File: src/rtl/ow_rp_pkg.sv
package ow_rp_pkg;

    typedef enum logic [1:0] {
        RES_PRESENT      = 2'b00,
        RES_NO_DEVICE    = 2'b01,
        RES_LINE_FAULT   = 2'b10,
        RES_DEVICE_FAULT = 2'b11
    } ow_result_e;

    typedef enum logic [2:0] {
        SEQ_IDLE,
        SEQ_PRE,
        SEQ_LOW,
        SEQ_LISTEN,
        SEQ_REPORT
    } seq_state_e;

    typedef enum logic [1:0] {
        JDG_WAIT,
        JDG_LOW,
        JDG_RELEASED
    } jdg_state_e;

endpackage

File: src/rtl/ow_rp_tick.sv
module ow_rp_tick #(
    parameter int DIV = 1000
) (
    input  logic clk_i,
    input  logic rst_n_i,
    input  logic clear_i,
    output logic tick_o
);
    localparam int CW = (DIV > 2) ? $clog2(DIV) : 1;
    localparam logic [CW-1:0] LAST = CW'(DIV - 1);

    typedef struct packed {
        logic [CW-1:0] cnt;
    } tick_reg_t;

    tick_reg_t r_d, r_q;

    assign tick_o = (r_q.cnt == LAST);

    always_comb begin
        r_d = r_q;
        if (clear_i || tick_o) begin
            r_d.cnt = '0;
        end else begin
            r_d.cnt = r_q.cnt + 1'b1;
        end
    end

    always_ff @(posedge clk_i or negedge rst_n_i) begin
        if (!rst_n_i) begin
            r_q <= '0;
        end else begin
            r_q <= r_d;
        end
    end

    AST_TICK_ISOLATED: assert property (@(posedge clk_i) disable iff (!rst_n_i)
        tick_o |=> !tick_o);

endmodule

File: src/rtl/ow_rp_sync.sv
module ow_rp_sync #(
    parameter int STAGES = 2
) (
    input  logic clk_i,
    input  logic rst_n_i,
    input  logic async_i,
    output logic sync_o
);
    typedef struct packed {
        logic [STAGES-1:0] chain;
    } sync_reg_t;

    sync_reg_t r_d, r_q;

    assign sync_o = r_q.chain[STAGES-1];

    always_comb begin
        r_d = r_q;
        r_d.chain[0] = async_i;
        for (int i = 1; i < STAGES; i++) begin
            r_d.chain[i] = r_q.chain[i-1];
        end
    end

    always_ff @(posedge clk_i or negedge rst_n_i) begin
        if (!rst_n_i) begin
            r_q <= '1;
        end else begin
            r_q <= r_d;
        end
    end

endmodule

File: src/rtl/ow_rp_judge.sv
module ow_rp_judge
    import ow_rp_pkg::*;
#(
    parameter int MIN_LOW = 6,
    parameter int MAX_LOW = 24
) (
    input  logic       clk_i,
    input  logic       rst_n_i,
    input  logic       clear_i,
    input  logic       sample_i,
    input  logic       line_i,
    input  logic       first_i,
    input  logic       wait_end_i,
    input  logic       last_i,
    output ow_result_e verdict_o
);
    localparam int CNT_W = $clog2(MAX_LOW + 1);
    localparam logic [CNT_W-1:0] CNT_MAX = CNT_W'(MAX_LOW);
    localparam logic [CNT_W-1:0] CNT_MIN = CNT_W'(MIN_LOW);

    typedef struct packed {
        jdg_state_e       st;
        logic [CNT_W-1:0] cnt;
        logic             decided;
        ow_result_e       verdict;
    } jdg_reg_t;

    jdg_reg_t r_d, r_q;

    assign verdict_o = r_q.verdict;

    always_comb begin
        r_d = r_q;
        if (clear_i) begin
            r_d.st      = JDG_WAIT;
            r_d.cnt     = '0;
            r_d.decided = 1'b0;
            r_d.verdict = RES_NO_DEVICE;
        end else if (sample_i && !r_q.decided) begin
            unique case (r_q.st)
                JDG_WAIT: begin
                    if (!line_i) begin
                        if (first_i) begin
                            r_d.decided = 1'b1;
                            r_d.verdict = RES_LINE_FAULT;
                        end else begin
                            r_d.st  = JDG_LOW;
                            r_d.cnt = CNT_W'(1);
                        end
                    end else if (wait_end_i) begin
                        r_d.decided = 1'b1;
                        r_d.verdict = RES_NO_DEVICE;
                    end
                end
                JDG_LOW: begin
                    if (!line_i) begin
                        if (r_q.cnt == CNT_MAX) begin
                            r_d.decided = 1'b1;
                            r_d.verdict = RES_DEVICE_FAULT;
                        end else begin
                            r_d.cnt = r_q.cnt + 1'b1;
                        end
                    end else if (r_q.cnt < CNT_MIN) begin
                        r_d.decided = 1'b1;
                        r_d.verdict = RES_DEVICE_FAULT;
                    end else begin
                        r_d.st = JDG_RELEASED;
                    end
                end
                default: begin
                end
            endcase
            if (last_i && !r_d.decided) begin
                r_d.decided = 1'b1;
                r_d.verdict = (r_d.st == JDG_RELEASED && line_i) ? RES_PRESENT
                                                                  : RES_DEVICE_FAULT;
            end
        end
    end

    always_ff @(posedge clk_i or negedge rst_n_i) begin
        if (!rst_n_i) begin
            r_q.st      <= JDG_WAIT;
            r_q.cnt     <= '0;
            r_q.decided <= 1'b0;
            r_q.verdict <= RES_NO_DEVICE;
        end else begin
            r_q <= r_d;
        end
    end

    AST_FIRST_LOW_LINE_FAULT: assert property (@(posedge clk_i) disable iff (!rst_n_i)
        (sample_i && first_i && !line_i && !clear_i && !r_q.decided)
            |=> (r_q.decided && r_q.verdict == RES_LINE_FAULT));
    AST_VERDICT_STICKY: assert property (@(posedge clk_i) disable iff (!rst_n_i)
        (r_q.decided && !clear_i) |=> (r_q.decided && $stable(r_q.verdict)));
    AST_COUNT_BOUNDED: assert property (@(posedge clk_i) disable iff (!rst_n_i)
        r_q.cnt <= CNT_MAX);

endmodule

File: src/rtl/ow_reset_presence.sv
module ow_reset_presence
    import ow_rp_pkg::*;
#(
    parameter int CLK_PER_TICK  = 1000,
    parameter int PRE_TICKS     = 5,
    parameter int LOW_TICKS     = 50,
    parameter int LISTEN_TICKS  = 41,
    parameter int WAIT_TICKS    = 6,
    parameter int MIN_LOW_TICKS = 6,
    parameter int MAX_LOW_TICKS = 24,
    parameter int SYNC_STAGES   = 2
) (
    input  logic       clk_i,
    input  logic       rst_n_i,
    input  logic       start_i,
    input  logic       line_i,
    output logic       drive_n_o,
    output logic       done_o,
    output logic [1:0] result_o
);
    localparam int PH_A   = (PRE_TICKS > LOW_TICKS) ? PRE_TICKS : LOW_TICKS;
    localparam int PH_MAX = (PH_A > LISTEN_TICKS) ? PH_A : LISTEN_TICKS;
    localparam int PH_W   = (PH_MAX > 2) ? $clog2(PH_MAX) : 1;
    localparam logic [PH_W-1:0] PRE_LAST    = PH_W'(PRE_TICKS - 1);
    localparam logic [PH_W-1:0] LOW_LAST    = PH_W'(LOW_TICKS - 1);
    localparam logic [PH_W-1:0] LISTEN_LAST = PH_W'(LISTEN_TICKS - 1);
    localparam logic [PH_W-1:0] WAIT_LAST   = PH_W'(WAIT_TICKS - 1);

    typedef struct packed {
        seq_state_e      st;
        logic [PH_W-1:0] phase;
        logic            done;
        ow_result_e      result;
    } seq_reg_t;

    seq_reg_t   r_d, r_q;
    logic       tick;
    logic       clear;
    logic       line_sync;
    logic       sample;
    ow_result_e verdict;

    ow_rp_tick #(.DIV(CLK_PER_TICK)) i_tick (
        .clk_i   (clk_i),
        .rst_n_i (rst_n_i),
        .clear_i (clear),
        .tick_o  (tick)
    );

    ow_rp_sync #(.STAGES(SYNC_STAGES)) i_sync (
        .clk_i   (clk_i),
        .rst_n_i (rst_n_i),
        .async_i (line_i),
        .sync_o  (line_sync)
    );

    assign sample = (r_q.st == SEQ_LISTEN) && tick;

    ow_rp_judge #(
        .MIN_LOW (MIN_LOW_TICKS),
        .MAX_LOW (MAX_LOW_TICKS)
    ) i_judge (
        .clk_i      (clk_i),
        .rst_n_i    (rst_n_i),
        .clear_i    (clear),
        .sample_i   (sample),
        .line_i     (line_sync),
        .first_i    (r_q.phase == '0),
        .wait_end_i (r_q.phase == WAIT_LAST),
        .last_i     (r_q.phase == LISTEN_LAST),
        .verdict_o  (verdict)
    );

    always_comb begin
        r_d      = r_q;
        r_d.done = 1'b0;
        clear    = 1'b0;
        unique case (r_q.st)
            SEQ_IDLE: begin
                if (start_i) begin
                    r_d.st    = SEQ_PRE;
                    r_d.phase = '0;
                    clear     = 1'b1;
                end
            end
            SEQ_PRE: begin
                if (tick) begin
                    if (r_q.phase == PRE_LAST) begin
                        r_d.st    = SEQ_LOW;
                        r_d.phase = '0;
                    end else begin
                        r_d.phase = r_q.phase + 1'b1;
                    end
                end
            end
            SEQ_LOW: begin
                if (tick) begin
                    if (r_q.phase == LOW_LAST) begin
                        r_d.st    = SEQ_LISTEN;
                        r_d.phase = '0;
                    end else begin
                        r_d.phase = r_q.phase + 1'b1;
                    end
                end
            end
            SEQ_LISTEN: begin
                if (tick) begin
                    if (r_q.phase == LISTEN_LAST) begin
                        r_d.st    = SEQ_REPORT;
                        r_d.phase = '0;
                    end else begin
                        r_d.phase = r_q.phase + 1'b1;
                    end
                end
            end
            SEQ_REPORT: begin
                r_d.st     = SEQ_IDLE;
                r_d.done   = 1'b1;
                r_d.result = verdict;
            end
            default: begin
                r_d.st = SEQ_IDLE;
            end
        endcase
    end

    always_ff @(posedge clk_i or negedge rst_n_i) begin
        if (!rst_n_i) begin
            r_q.st     <= SEQ_IDLE;
            r_q.phase  <= '0;
            r_q.done   <= 1'b0;
            r_q.result <= RES_NO_DEVICE;
        end else begin
            r_q <= r_d;
        end
    end

    assign drive_n_o = (r_q.st != SEQ_LOW);
    assign done_o    = r_q.done;
    assign result_o  = r_q.result;

    AST_DONE_SINGLE: assert property (@(posedge clk_i) disable iff (!rst_n_i)
        done_o |=> !done_o);
    AST_DRIVE_EDGE_ON_TICK: assert property (@(posedge clk_i) disable iff (!rst_n_i)
        ($rose(drive_n_o) || $fell(drive_n_o)) |-> $past(tick));
    AST_BUSY_START_IGNORED: assert property (@(posedge clk_i) disable iff (!rst_n_i)
        (r_q.st == SEQ_LOW && start_i) |=> (r_q.st == SEQ_LOW || r_q.st == SEQ_LISTEN));
    AST_DONE_AFTER_REPORT: assert property (@(posedge clk_i) disable iff (!rst_n_i)
        $rose(done_o) |-> $past(r_q.st == SEQ_REPORT));

endmodule

File: config.mk
export PLATFORM = sky130hd
export DESIGN_NAME = ow_reset_presence
export DESIGN_NICKNAME = d
export VERILOG_FILES = /design/src/rtl/ow_rp_pkg.sv /design/src/rtl/ow_rp_tick.sv /design/src/rtl/ow_rp_sync.sv /design/src/rtl/ow_rp_judge.sv /design/src/rtl/ow_reset_presence.sv
export SDC_FILE = /design/constraint.sdc
export NUM_CORES = 1
export LEC_CHECK = 0
export CAP_MARGIN = 20
export CORE_MARGIN = 4
export CORE_UTILIZATION = 25
export CTS_CLUSTER_DIAMETER = 30
export DETAILED_ROUTE_END_ITERATION = 10
export GPL_TIMING_DRIVEN = 0
export SLEW_MARGIN = 20
export SYNTH_ARGS = -nofsm -noshare
export SYNTH_HDL_FRONTEND = slang
export SYNTH_SLANG_ARGS = --single-unit
File: constraint.sdc
create_clock -name clk_i -period 2.4 [get_ports clk_i]
set_input_delay 0.48 -clock clk_i [delete_from_list [all_inputs] [get_ports clk_i]]
set_output_delay 0.48 -clock clk_i [all_outputs]
set_load 0.1 [all_outputs]
# Word level (Yosys, flattened, before mapping)
# Index checks and enable logic that the tools add are counted.
[word_totals] regBits=34 ramBits=0 latch_bits=0 rom_bits=0 n_memories=0 out_inout_bits=4 word_cells=95
[op_classes] mul=0 muxes=35 div=0 addsub=3 magnitude_cmp=1 n_bitwise=0 reduce_logical=18 n_shift=0 n_eq_ne=28
[ops] op="$mux 10" count=5
[ops] op="$mux 9" count=4
[ops] op="$mux 3" count=11
[ops] op="$pmux 6 s4" count=1
[ops] op="$ne 5x3->1 const B" count=4
[ops] op="$pmux 10 s2" count=1
[ops] op="$mux 6" count=3
[ops] op="$mux 7" count=2
[ops] op="$eq 6x3->1 const B" count=2
[ops] op="$eq 6x6->1 const B" count=2
[ops] op="$ne 3x3->1 const B" count=4
[ops] op="$pmux 3 s4" count=1
[ops] op="$reduce_and 6->1" count=2
[ops] op="$add 10x1->10 const B" count=1
[ops] op="$eq 10x10->1 const B" count=1
[ops] op="$mux 5" count=2
[ops] op="$ne 2x1->1 const B" count=4
[ops] op="$reduce_bool 4->1" count=2
[ops] op="$reduce_and 7->1" count=1
[ops] op="$add 6x1->6 const B" count=1
[ops] op="$eq 3x2->1 const B" count=2
[ops] op="$logic_not 6->1" count=1
[ops] op="$mux 2" count=3
[ops] op="$ne 2x2->1 const B" count=3
[ops] op="other kinds (17)" count=22

# Longest topological paths before layout
# Gate-level depths: netlist of the first run.
[depth] word_depth=12 ltp_mapped=9

# Modules after synthesis
# A second synthesis of the first run with hierarchy kept.
[hier_totals] cells_unflattened=223 hier_area_um2=2083.2
[by_module_without_submodules] module="ow_reset_presence" cells_per_inst=88 seq_area_each_um2=301.5 n_inst=1 area_each_um2=785.8
[by_module_without_submodules] module="ow_rp_judge" cells_per_inst=82 seq_area_each_um2=251.5 n_inst=1 area_each_um2=711.9
[by_module_without_submodules] module="ow_rp_tick" cells_per_inst=51 seq_area_each_um2=250.2 n_inst=1 area_each_um2=533.0
[by_module_without_submodules] module="ow_rp_sync" cells_per_inst=2 seq_area_each_um2=52.6 n_inst=1 area_each_um2=52.6

# Worst setup path after synthesis of the first run
# No wires, ideal clock.
[synth_path] path_kind="register to register" startpoint="register r_q[3] (netlist bit)" endpoint="register i_judge.verdict_o[0] (netlist name)" slack_ns=0.323 setup_ns=0.086 n_path_buf=0 required_time_ns=2.314 period_less_slack_ns=2.077 arrival_ns=1.991 path_stages_with_launch=9 path_cell_list="dfrtp_1 > inv_1 > ha_1 > or4b_1 > or3_4 > a21oi_4 > o21ai_2 > nor4_2 > a21oi_1"
[synth_via] elab_chain_cells=12
[synth_rtl] item="from (decl)" line="ow_reset_presence.sv:36" source="seq_reg_t r_d, r_q;"
[synth_rtl] item="from (signal assigned)" line="ow_reset_presence.sv:134" source="r_q <= r_d;"
[synth_rtl] item="$logic_not 6->1" line="ow_reset_presence.sv:68" source=".first_i (r_q.phase == '0),"
[synth_rtl] item="$mux 7" line="ow_rp_judge.sv:43" source="if (first_i) begin"
[synth_rtl] item="$mux 7" line="ow_rp_judge.sv:42" source="if (!line_i) begin"
[synth_rtl] item="$pmux 10 s2" line="ow_rp_judge.sv:40" source="unique case (r_q.st)"
[synth_rtl] item="$mux 10" line="ow_rp_judge.sv:39" source="end else if (sample_i && !r_q.decided) begin"
[synth_rtl] item="$mux 10" line="ow_rp_judge.sv:34" source="if (clear_i) begin"
[synth_rtl] item="$eq 2x2->1" line="ow_rp_judge.sv:75" source="r_d.verdict = (r_d.st == JDG_RELEASED && line_i) ? RES_PRESENT"
[synth_rtl] item="$logic_and 1x1->1" line="ow_rp_judge.sv:75"
[synth_rtl] item="$mux 2" line="ow_rp_judge.sv:75"
[synth_rtl] item="$mux 3" line="ow_rp_judge.sv:73" source="if (last_i && !r_d.decided) begin"
[synth_rtl] item="$mux 10" line="ow_rp_judge.sv:39"
[synth_rtl] item="$mux 10" line="ow_rp_judge.sv:34"
# Parallel ways exist; a longest one is shown, timed or not. The select of a mux whose other input is x is not followed.
# A chain may end at the register's enable or synchronous reset.

# Final worst setup path of the first run
[layout_path] startpoint="register r_q, in the netlist result_o[1]" endpoint="output result_o[1]"
[layout_rtl] item="to (decl)" line="ow_reset_presence.sv:19" source="output logic [1:0] result_o"
# No word-level cell between the ends.

==> flow_metrics.tcl, run 1 <==
set metrics [dict create \
    status "finished, final reports clean" \
    crit_path_end_kind "output port" \
    place_congestion 0.830 \
    worstPathRequired_ps 1920 \
    peakVddDrop_mv 0.291 \
    firstDrtPassIters 4 \
    clkPwrFrac 0.301 \
    period_share 0.967 \
    path_cells "buf_4 > clkdlybuf4s50_1" \
    core.rowCount 32 \
    area_growth_syn_to_layout_pct 15.8 \
    critPathLaunch "result_o[1]$_DFFE_PN0P_" \
    power_density_nw_per_um2 630 \
    switching_share 0.301 \
    cts_hold_buf 0 \
    crit_cells 2 \
    num_vias 1548 \
    rsz0062_at_grt "false" \
    p_leak_nw 0.967 \
    htreeDepth 2 \
    seqCellArea_um2 856 \
    routed_wl_mm 4.11 \
    max_freq_mhz 431 \
    syn_avg_cell_area_um2 9.68 \
    critPathKind "flip-flop to output port" \
    instances_no_fill 327 \
    layout_min_cycle_time_ps 2320 \
    startpoint_type "flip-flop" \
    p_comb_frac 0.177 \
    nets 234 \
    endpoint "result_o[1]" \
    vias_per_cell 4.73 \
    synth.top_cell.area_share 0.371 \
    die_w_um 98.0 \
    drive_above_1_share 0.160 \
    num_io_pins 8 \
    numCtsBuffers 5 \
    switching_power_w 0.000445 \
    yosys_warnings 0 \
    port_buffers 7 \
    power_frac_seq 0.522 \
    synth.top_cells.by_count "dfrtp_1, nor2_1, nand2_1" \
    synthCells 209 \
    ys_seq_area_frac 0.423 \
    final_area_um2 2340 \
    fin_setup_tns_ps 0 \
    drt.antenna.violating_nets 0 \
    dpl_worst_slack_ps -394 \
    placedCellCount 319 \
    yosys.cell_types.count 56 \
    finalWorstSetupSlack_ps 79.4 \
    r2r_cells 8 \
    skew_ps 5.85 \
    yosysTopAreaCell "dfrtp_1" \
    routedWlPerCell_um 12.6 \
    synth_area_leaders "dfrtp_1, dfstp_2, ha_1" \
    grt_use_total 0.0886 \
    synth_ff_type "dfrtp_1" \
    clk_latency_ps 290 \
    slowest_delay_ps 1110 \
    antenna_found_initial 0 \
    path_clk_slew_ps 70 \
    dp_hpwl_mm 3.05 \
    holdWs_ps 92.0 \
    dieArea_um2 9600 \
    multi_input_area_um2 1080 \
    power.internal_w 0.00103 \
    synth_edf_count 0 \
    hold_path.class "input port to asynchronous set/reset pin" \
    crit_arrival_ps 1840 \
    hold_viol 0 \
    n_fill_cell 841 \
    placed_area_um2 2240 \
    drt-initial-drc-count 45 \
    cp_num_buf_inv 2 \
    first_global_vias 1511 \
    grt_overflow 0 \
    path_delay_family "buffers and inverters" \
    r2r_slack_ps 150 \
    cts_tree "done" \
    cap_viol_max_count 0 \
    drc_errors 0 \
    cp_max_fo 2 \
    async_reset_ff_frac 1.00 \
    r2r_start "r_q[3]$_DFFE_PN0P_" \
    slowest_stage "clkdlybuf4s50_1" \
    grt_first_pass_wirelength_mm 7.09 \
    antennaDiodeCount 0 \
    synthMostInstantiatedCell "dfrtp_1" \
    cts.path.max_buffers 2 \
    grt_max_degree 22 \
    finalSetupViolCount 0 \
    worst_pin_slew_ps 963 \
    cts_root_buf "clkbuf_8" \
    design.core.area_um2 7810 \
    slew_violations 0 \
    die_height_um 98.0 \
    ys_seq_elements 34 \
    netlist_area_um2 2020 \
    r2r_end "i_judge.verdict_o[0]$_DFFE_PN1P_" \
    maxSlewHeadroom 0.356 \
    syn-num-nets 219 \
    initial_core_util 0.259 \
    post_cts.repair.setup_buffers 0 \
    cts_num_sinks 34 \
]
[state kept, by name, summed over array words and instances (netlist names)]
| register | cells |
|---|---|
| i_judge.r_q | 8 |
| result_o | 2 |
| r_q | 9 |
| i_judge.verdict_o | 2 |
| done_o | 1 |
| i_sync.r_q | 2 |
| i_tick.r_q | 10 |
[final cells by class]
type,count,share of cell area
buffer,11,0.0219
inverter,12,0.0192
sequential,34,0.365
clock buffer,7,0.0368
multi-input combinational,152,0.462
timing repair buffer,8,0.0379
clock inverter,1,0.00214
tap,102,0.0545
[kinds of logic (layout without fill, tap and decap cells)]
logic type / count (synthesis) / count (layout) / share of synthesized area
multiplexers: 3 / 3 / 0.0161
adder cells (fa/ha/maj): 6 / 6 / 0.0371
flip-flops: 34 / 34 / 0.423
AND/OR/NAND/NOR: 88 / 88 / 0.261
buffers and inverters: 23 / 39 / 0.0470
XOR/XNOR: 7 / 7 / 0.0303
AO/OA/AOI/OAI: 48 / 48 / 0.186
[routing by layer]
| metal | share of wire | wire length [um] | global-route usage |
|---|---|---|---|
| met1 | 0.51 | 2090 | 0.122 |
| met2 | 0.45 | 1850 | 0.137 |
| met3 | 0.029 | 119 | 0.0214 |
| met4 | 0.013 | 53 | 0.0288 |
| met5 | 0 | 0 | 0 |
[how the worst min path moves through the flow]
stage | to | slack (ps) | cells after the start
finish | r_q[10]$_DFFE_PN0P_ | 90 | 1
global route | r_q[10]$_DFFE_PN0P_ | 110 | 1
CTS | i_judge.r_q[4]$_DFFE_PN0P_ | 100 | 1
detailed placement | i_sync.r_q[1]$_DFF_PN1_ | 350 | 0
global placement | i_sync.r_q[1]$_DFF_PN1_ | 350 | 0
floorplan | done_o$_DFF_PN0_ | 180 | 0
[stage by stage]
step           power (W)   util
6_report         0.00148  0.300
3_5_place_dp     0.00104  0.287
5_1_grt          0.00158  0.300
2_1_floorplan   0.000957      -
4_1_cts          0.00149  0.299
3_3_place_gp     0.00102  0.284
[layout by cell type (no fill, tap or decap), types with 3 or more instances in the layout]
cell,n
dfstp_2,4
clkbuf_8,6
nand2b_1,5
clkdlybuf4s50_1,4
o21ai_1,7
nor2_1,19
nor3_1,6
nand2_1,13
and3_1,6
buf_4,3
inv_1,11
and4_1,3
o31ai_1,4
nor2b_1,6
o21ai_0,8
nand3_1,8
a21oi_1,8
clkbuf_1,8
dfrtp_1,30
or3_1,4
xnor2_1,3
ha_1,6
xor2_1,4
[power by group through the flow]
| stage | sequential [W] | clock [W] | combinational, W |
|---|---|---|---|
| after floorplan | 0.000755 | 0 | 0.000202 |
| after global placement | 0.000774 | 0 | 0.000248 |
| after detailed placement | 0.000780 | 0 | 0.000263 |
| after CTS | 0.000771 | 0.000459 | 0.000262 |
| after global routing | 0.000790 | 0.000484 | 0.000302 |
| final | 0.000771 | 0.000445 | 0.000261 |
[worst reg2reg max path, cell delays in order, from the launching register on]
cell and delay, ps:
dfrtp_1 430, inv_1 80, ha_1 180, or4b_1 470, or3_4 390, a21oi_4 190
o21ai_2 110, nor4_2 270, a21oi_1 70
[what timing repair did]
item | CTS | global route
endpoints found under the setup margin | 2 | 5
resized for setup | 7 | 4
gates cloned | 0 | 0
Note: power is estimated with default switching activity, not from simulation.
==> run 2, diff against run 1 <==
ABC_CLOCK_PERIOD_IN_PS = 2400   (was unset)
CORE_UTILIZATION = 60   (was 25)
PLACE_DENSITY = 0.79   (was unset)
==> flow_metrics.tcl, run 2 (synthesis results as in run 1) <==
set metrics [dict create \
    period_share 0.952 \
    grt_use_met1 0.261 \
    path_cells "inv_1 > ha_1 > or4b_1 > or3_4 > a21oi_4 > o21ai_2 > nor4_2 > a21oi_1" \
    die_w_um 66.1 \
    met3_usage 0.0663 \
    placedCellCount 260 \
    port_buffers 7 \
    crit_path_end_kind "flip-flop" \
    vias_per_cell 5.96 \
    die_height_um 66.1 \
    instances_no_fill 267 \
    grt.busiest_layer "met2" \
    r2r_start "r_q[3]$_DFFE_PN0P_" \
    drc_errors 0 \
    grt_overflow 0 \
    core.rowCount 20 \
    path_clk_slew_ps 100 \
    startpoint_type "flip-flop" \
    path_delay_family "simple AND/OR/NAND/NOR gates" \
    cts_num_sinks 34 \
    critPathKind "flip-flop to flip-flop" \
    area_growth_syn_to_layout_pct 9.71 \
    drt.antenna.violating_nets 0 \
    initial_core_util 0.647 \
    antennaDiodeCount 0 \
    max_freq_mhz 438 \
    largest_register_ffs 10 \
    post_cts.repair.setup_buffers 0 \
    place_congestion 0.922 \
    r2r_end "i_judge.verdict_o[0]$_DFFE_PN1P_" \
    design.core.area_um2 3130 \
    slowest_stage "or4b_1" \
    dp_hpwl_mm 2.88 \
    r2r_cells 8 \
    cap_viol_max_count 0 \
    dieArea_um2 4370 \
    multi_input_area_um2 1080 \
    fin_setup_tns_ps 0 \
    status "finished, final reports clean" \
    cts.path.max_buffers 2 \
    worstPathRequired_ps 2660 \
    slowest_delay_ps 460 \
    final_area_um2 2220 \
    layout_min_cycle_time_ps 2290 \
    num_vias 1590 \
    skew_ps 11.3 \
    first_global_vias 1538 \
    rsz0062_at_grt "false" \
    cts_resized 8 \
    cp_max_fo 6 \
    routedWlPerCell_um 15.2 \
    power_density_nw_per_um2 641 \
    maxSlewHeadroom 0.353 \
    numCtsBuffers 5 \
    r2r_slack_ps 110 \
    hold_path.class "input port to asynchronous set/reset pin" \
    n_fill_cell 233 \
    slew_violations 0 \
    final_cell_mix "dfrtp_1, nor2_1, nand2_1" \
    drt-initial-drc-count 152 \
    cts_hold_buf 0 \
    top_register "i_tick.r_q" \
    grt_use_total 0.208 \
    routed_wl_mm 4.05 \
    cts_tree "done" \
    reg_top3 "i_tick.r_q (10), r_q (9), i_judge.r_q (8)" \
    finalSetupViolCount 0 \
    crit_arrival_ps 2550 \
    drive_above_1_share 0.157 \
    cp_num_buf_inv 1 \
    cts_root_buf "clkbuf_4" \
    nets 232 \
    final_common_cell "dfrtp_1" \
    gr-usage-met2 0.335 \
    worst_pin_slew_ps 967 \
    num_io_pins 8 \
    hold_viol 0 \
    placed_area_um2 2140 \
    htreeDepth 2 \
    antenna_found_initial 0 \
    peakVddDrop_mv 0.586 \
    grt_first_pass_wirelength_mm 6.91 \
    grt_max_degree 35 \
    seqCellArea_um2 856 \
    p_leak_nw 0.952 \
    clk_latency_ps 340 \
    firstDrtPassIters 5 \
]
run 2: worst max-delay path by stage:
| stage | start | depth (start not counted) | to | slack [ps] |
|---|---|---|---|---|
| finish | r_q[3]$_DFFE_PN0P_ | 8 | i_judge.verdict_o[0]$_DFFE_PN1P_ | 110 |
| global route | r_q[3]$_DFFE_PN0P_ | 8 | i_judge.verdict_o[0]$_DFFE_PN1P_ | 20 |
| CTS | r_q[11]$_DFFE_PN0P_ | 4 | drive_n_o | 100 |
| detailed placement | r_q[11]$_DFFE_PN0P_ | 4 | drive_n_o | -350 |
| global placement | r_q[11]$_DFFE_PN0P_ | 4 | drive_n_o | -330 |
| floorplan | r_q[3]$_DFFE_PN0P_ | 8 | i_judge.verdict_o[0]$_DFFE_PN1P_ | 320 |
run 2: report_power, final:
part           switching, W  internal (W)  leakage [nW]  total [W]
Sequential         0.000104      0.000670         0.416   0.000774
Combinational      0.000136      0.000124         0.491   0.000260
Clock              0.000190      0.000200        0.0446   0.000390
run 2: layout make-up:
| type | instances | area share |
|---|---|---|
| repair buffers | 7 | 0.0271 |
| plain buffers | 10 | 0.0214 |
| inverters | 12 | 0.0203 |
| multi-input cells | 152 | 0.485 |
| clock buffers | 8 | 0.0355 |
| well taps | 44 | 0.0248 |
| flip-flops and latches | 34 | 0.386 |
run 2: metal layers:
metal  vias up  part of all wire
met5         -                 0
met4         0             0.015
met3        12             0.058
met2        48              0.48
met1       745              0.44
li1        785                 -
run 2: worst reg2reg max path, cell delays in order (launching register included):
cell	delay, ps
dfrtp_1	440
inv_1	80
ha_1	200
or4b_1	470
or3_4	390
a21oi_4	190
o21ai_2	110
nor4_2	270
a21oi_1	70
run 2: metrics by stage:
stage / utilization / hold slack, ps / setup slack (ps) / total power [W]
6_report: 0.710 / 182 / 114 / 0.00142
5_1_grt: 0.710 / 225 / 18.2 / 0.00152
4_1_cts: 0.709 / 202 / 95.6 / 0.00143
3_5_place_dp: 0.685 / 347 / -353 / 0.00104
3_3_place_gp: 0.687 / 350 / -328 / 0.00101
2_1_floorplan: - / 184 / 323 / 0.000957
==> run 3, diff against run 2 <==
CAP_MARGIN = 15   (was 20)
GPL_TIMING_DRIVEN = unset   (was 0)
PLACE_DENSITY = 0.82   (was 0.79)
==> flow_metrics.tcl, run 3 (synthesis results as in run 1) <==
set metrics [dict create \
    rsz0062_at_grt "false" \
    path_clk_slew_ps 100 \
    firstDrtPassIters 4 \
    design.core.area_um2 3130 \
    grt_overflow 0 \
    crit_path_end_kind "flip-flop" \
    cts_root_buf "clkbuf_4" \
    startpoint_type "flip-flop" \
    drt-initial-drc-count 118 \
    r2r_end "i_judge.verdict_o[0]$_DFFE_PN1P_" \
    hold_path.class "flip-flop to flip-flop" \
    power_frac_seq 0.577 \
    min_to "i_sync.r_q[1]$_DFF_PN1_" \
    drive_above_1_share 0.193 \
    htreeDepth 2 \
    switching_share 0.315 \
    finalSetupViolCount 0 \
    status "finished, final reports clean" \
    place_congestion 0.941 \
    peakVddDrop_mv 0.521 \
    whs_path_depth 0 \
    cts_tree "done" \
    vias_per_cell 6.08 \
    placedCellCount 255 \
    placed_area_um2 2150 \
    die_w_um 66.1 \
    layout_min_cycle_time_ps 2290 \
    antennaDiodeCount 0 \
    largest_register_ffs 10 \
    grt_use_total 0.209 \
    clk_latency_ps 340 \
    top_register "i_tick.r_q" \
    drc_errors 0 \
    nets 232 \
    hold_path_startpoint "i_sync.r_q[0]$_DFF_PN1_" \
    dp_hpwl_mm 2.86 \
    initial_core_util 0.647 \
    cts.path.max_buffers 2 \
    hold_viol 0 \
    dieArea_um2 4370 \
    r2r_slack_ps 110 \
    critPathKind "flip-flop to flip-flop" \
    switching_power_w 0.000426 \
    p_leak_nw 0.960 \
    routedWlPerCell_um 15.2 \
    worstPathRequired_ps 2660 \
    power.internal_w 0.000924 \
    crit_arrival_ps 2550 \
    maxSlewHeadroom 0.654 \
    drt.antenna.violating_nets 0 \
    skew_ps 10.3 \
    routed_wl_mm 4.05 \
    worst_pin_slew_ps 519 \
    r2r_cells 8 \
    r2r_start "r_q[4]$_DFFE_PN0P_" \
    power_density_nw_per_um2 601 \
    slew_violations 0 \
    die_height_um 66.1 \
    port_buffers 7 \
    instances_no_fill 267 \
    numCtsBuffers 5 \
    grt_max_degree 35 \
    num_io_pins 8 \
    clkPwrFrac 0.222 \
    period_share 0.953 \
    cts_num_sinks 34 \
    final_common_cell "dfrtp_1" \
    final_cell_mix "dfrtp_1, nor2_1, nand2_1, buf_4, inv_1" \
    max_freq_mhz 437 \
    cts_hold_buf 0 \
    area_growth_syn_to_layout_pct 10.9 \
    first_global_vias 1563 \
    grt_first_pass_wirelength_mm 7.02 \
    cap_viol_max_count 0 \
    num_vias 1624 \
    finalWorstSetupSlack_ps 113 \
    dpl_worst_slack_ps -35.8 \
    reg_top3 "i_tick.r_q (10), r_q (9), i_judge.r_q (8)" \
    core.rowCount 20 \
    p_comb_frac 0.201 \
    antenna_found_initial 0 \
    final_area_um2 2240 \
    cp_max_fo 4 \
]
[run 3: cell count changes in the layout (fill, tap and decap cells not counted), sizes merged]
cell         delta
buf             +9
clkbuf          -7
dlygate4sd2     -2
[run 3: final cells by class]
| cell class | instances | area, um2 |
|---|---|---|
| tap | 44 | 55.1 |
| timing repair buffer | 17 | 148 |
| clock buffer | 8 | 48.8 |
| multi-input combinational | 152 | 1090 |
| sequential | 34 | 856 |
| inverter | 12 | 45.0 |
| fill | 243 | 883 |
[run 3: repair_timing]
item | 4_1_cts | 5_1_grt
resized for setup | 1 | 4
pin swaps | 0 | 3
setup endpoints to repair | 2 | 3
buffers inserted | 0 | 4
endpoints found under the hold margin | 0 | 0
[run 3: stage by stage]
step	hold WS (ps)	total power, W	utilization	TNS [ps]
after global placement	359	0.00101	0.686	0
after floorplan	184	0.000957	-	0
final	384	0.00135	0.718	0
after CTS	387	0.00134	0.703	0
after global routing	388	0.00144	0.718	0
after detailed placement	358	0.00104	0.686	-45.1
[run 3: worst max-delay path: stages, from the launching register on]
cell and delay, ps:
dfrtp_1 440, inv_2 90, ha_2 170, or4b_4 460, or3_4 430, a21oi_4 150
o21ai_2 110, nor4_2 300, a21oi_1 60
[run 3: worst max-delay path by stage]
stage / end / slack [ps] / cells past startpoint / startpoint
6_report: i_judge.verdict_o[0]$_DFFE_PN1P_ / 110 / 8 / r_q[4]$_DFFE_PN0P_
4_1_cts: i_judge.verdict_o[0]$_DFFE_PN1P_ / 150 / 8 / r_q[3]$_DFFE_PN0P_
5_1_grt: i_judge.verdict_o[0]$_DFFE_PN1P_ / 1 / 8 / r_q[4]$_DFFE_PN0P_
3_3_place_gp: r_q[8]$_DFFE_PN0P_ / 80 / 8 / r_q[3]$_DFFE_PN0P_
2_1_floorplan: i_judge.verdict_o[0]$_DFFE_PN1P_ / 320 / 8 / r_q[3]$_DFFE_PN0P_
3_5_place_dp: r_q[8]$_DFFE_PN0P_ / -40 / 8 / r_q[3]$_DFFE_PN0P_
[run 3: power by group through the flow]
stage	Sequential [W]	Combinational [W]	Clock (W)
final	0.000779	0.000272	0.000299
after global routing	0.000794	0.000310	0.000338
after CTS	0.000777	0.000255	0.000309
after detailed placement	0.000786	0.000254	0
after global placement	0.000777	0.000236	0
after floorplan	0.000755	0.000202	0
[run 3: per-layer routing]
layer,global-route usage,part of all wire
met1,0.265,0.45
met3,0.0629,0.055
met4,0.0812,0.013
met2,0.334,0.49
met5,0,0
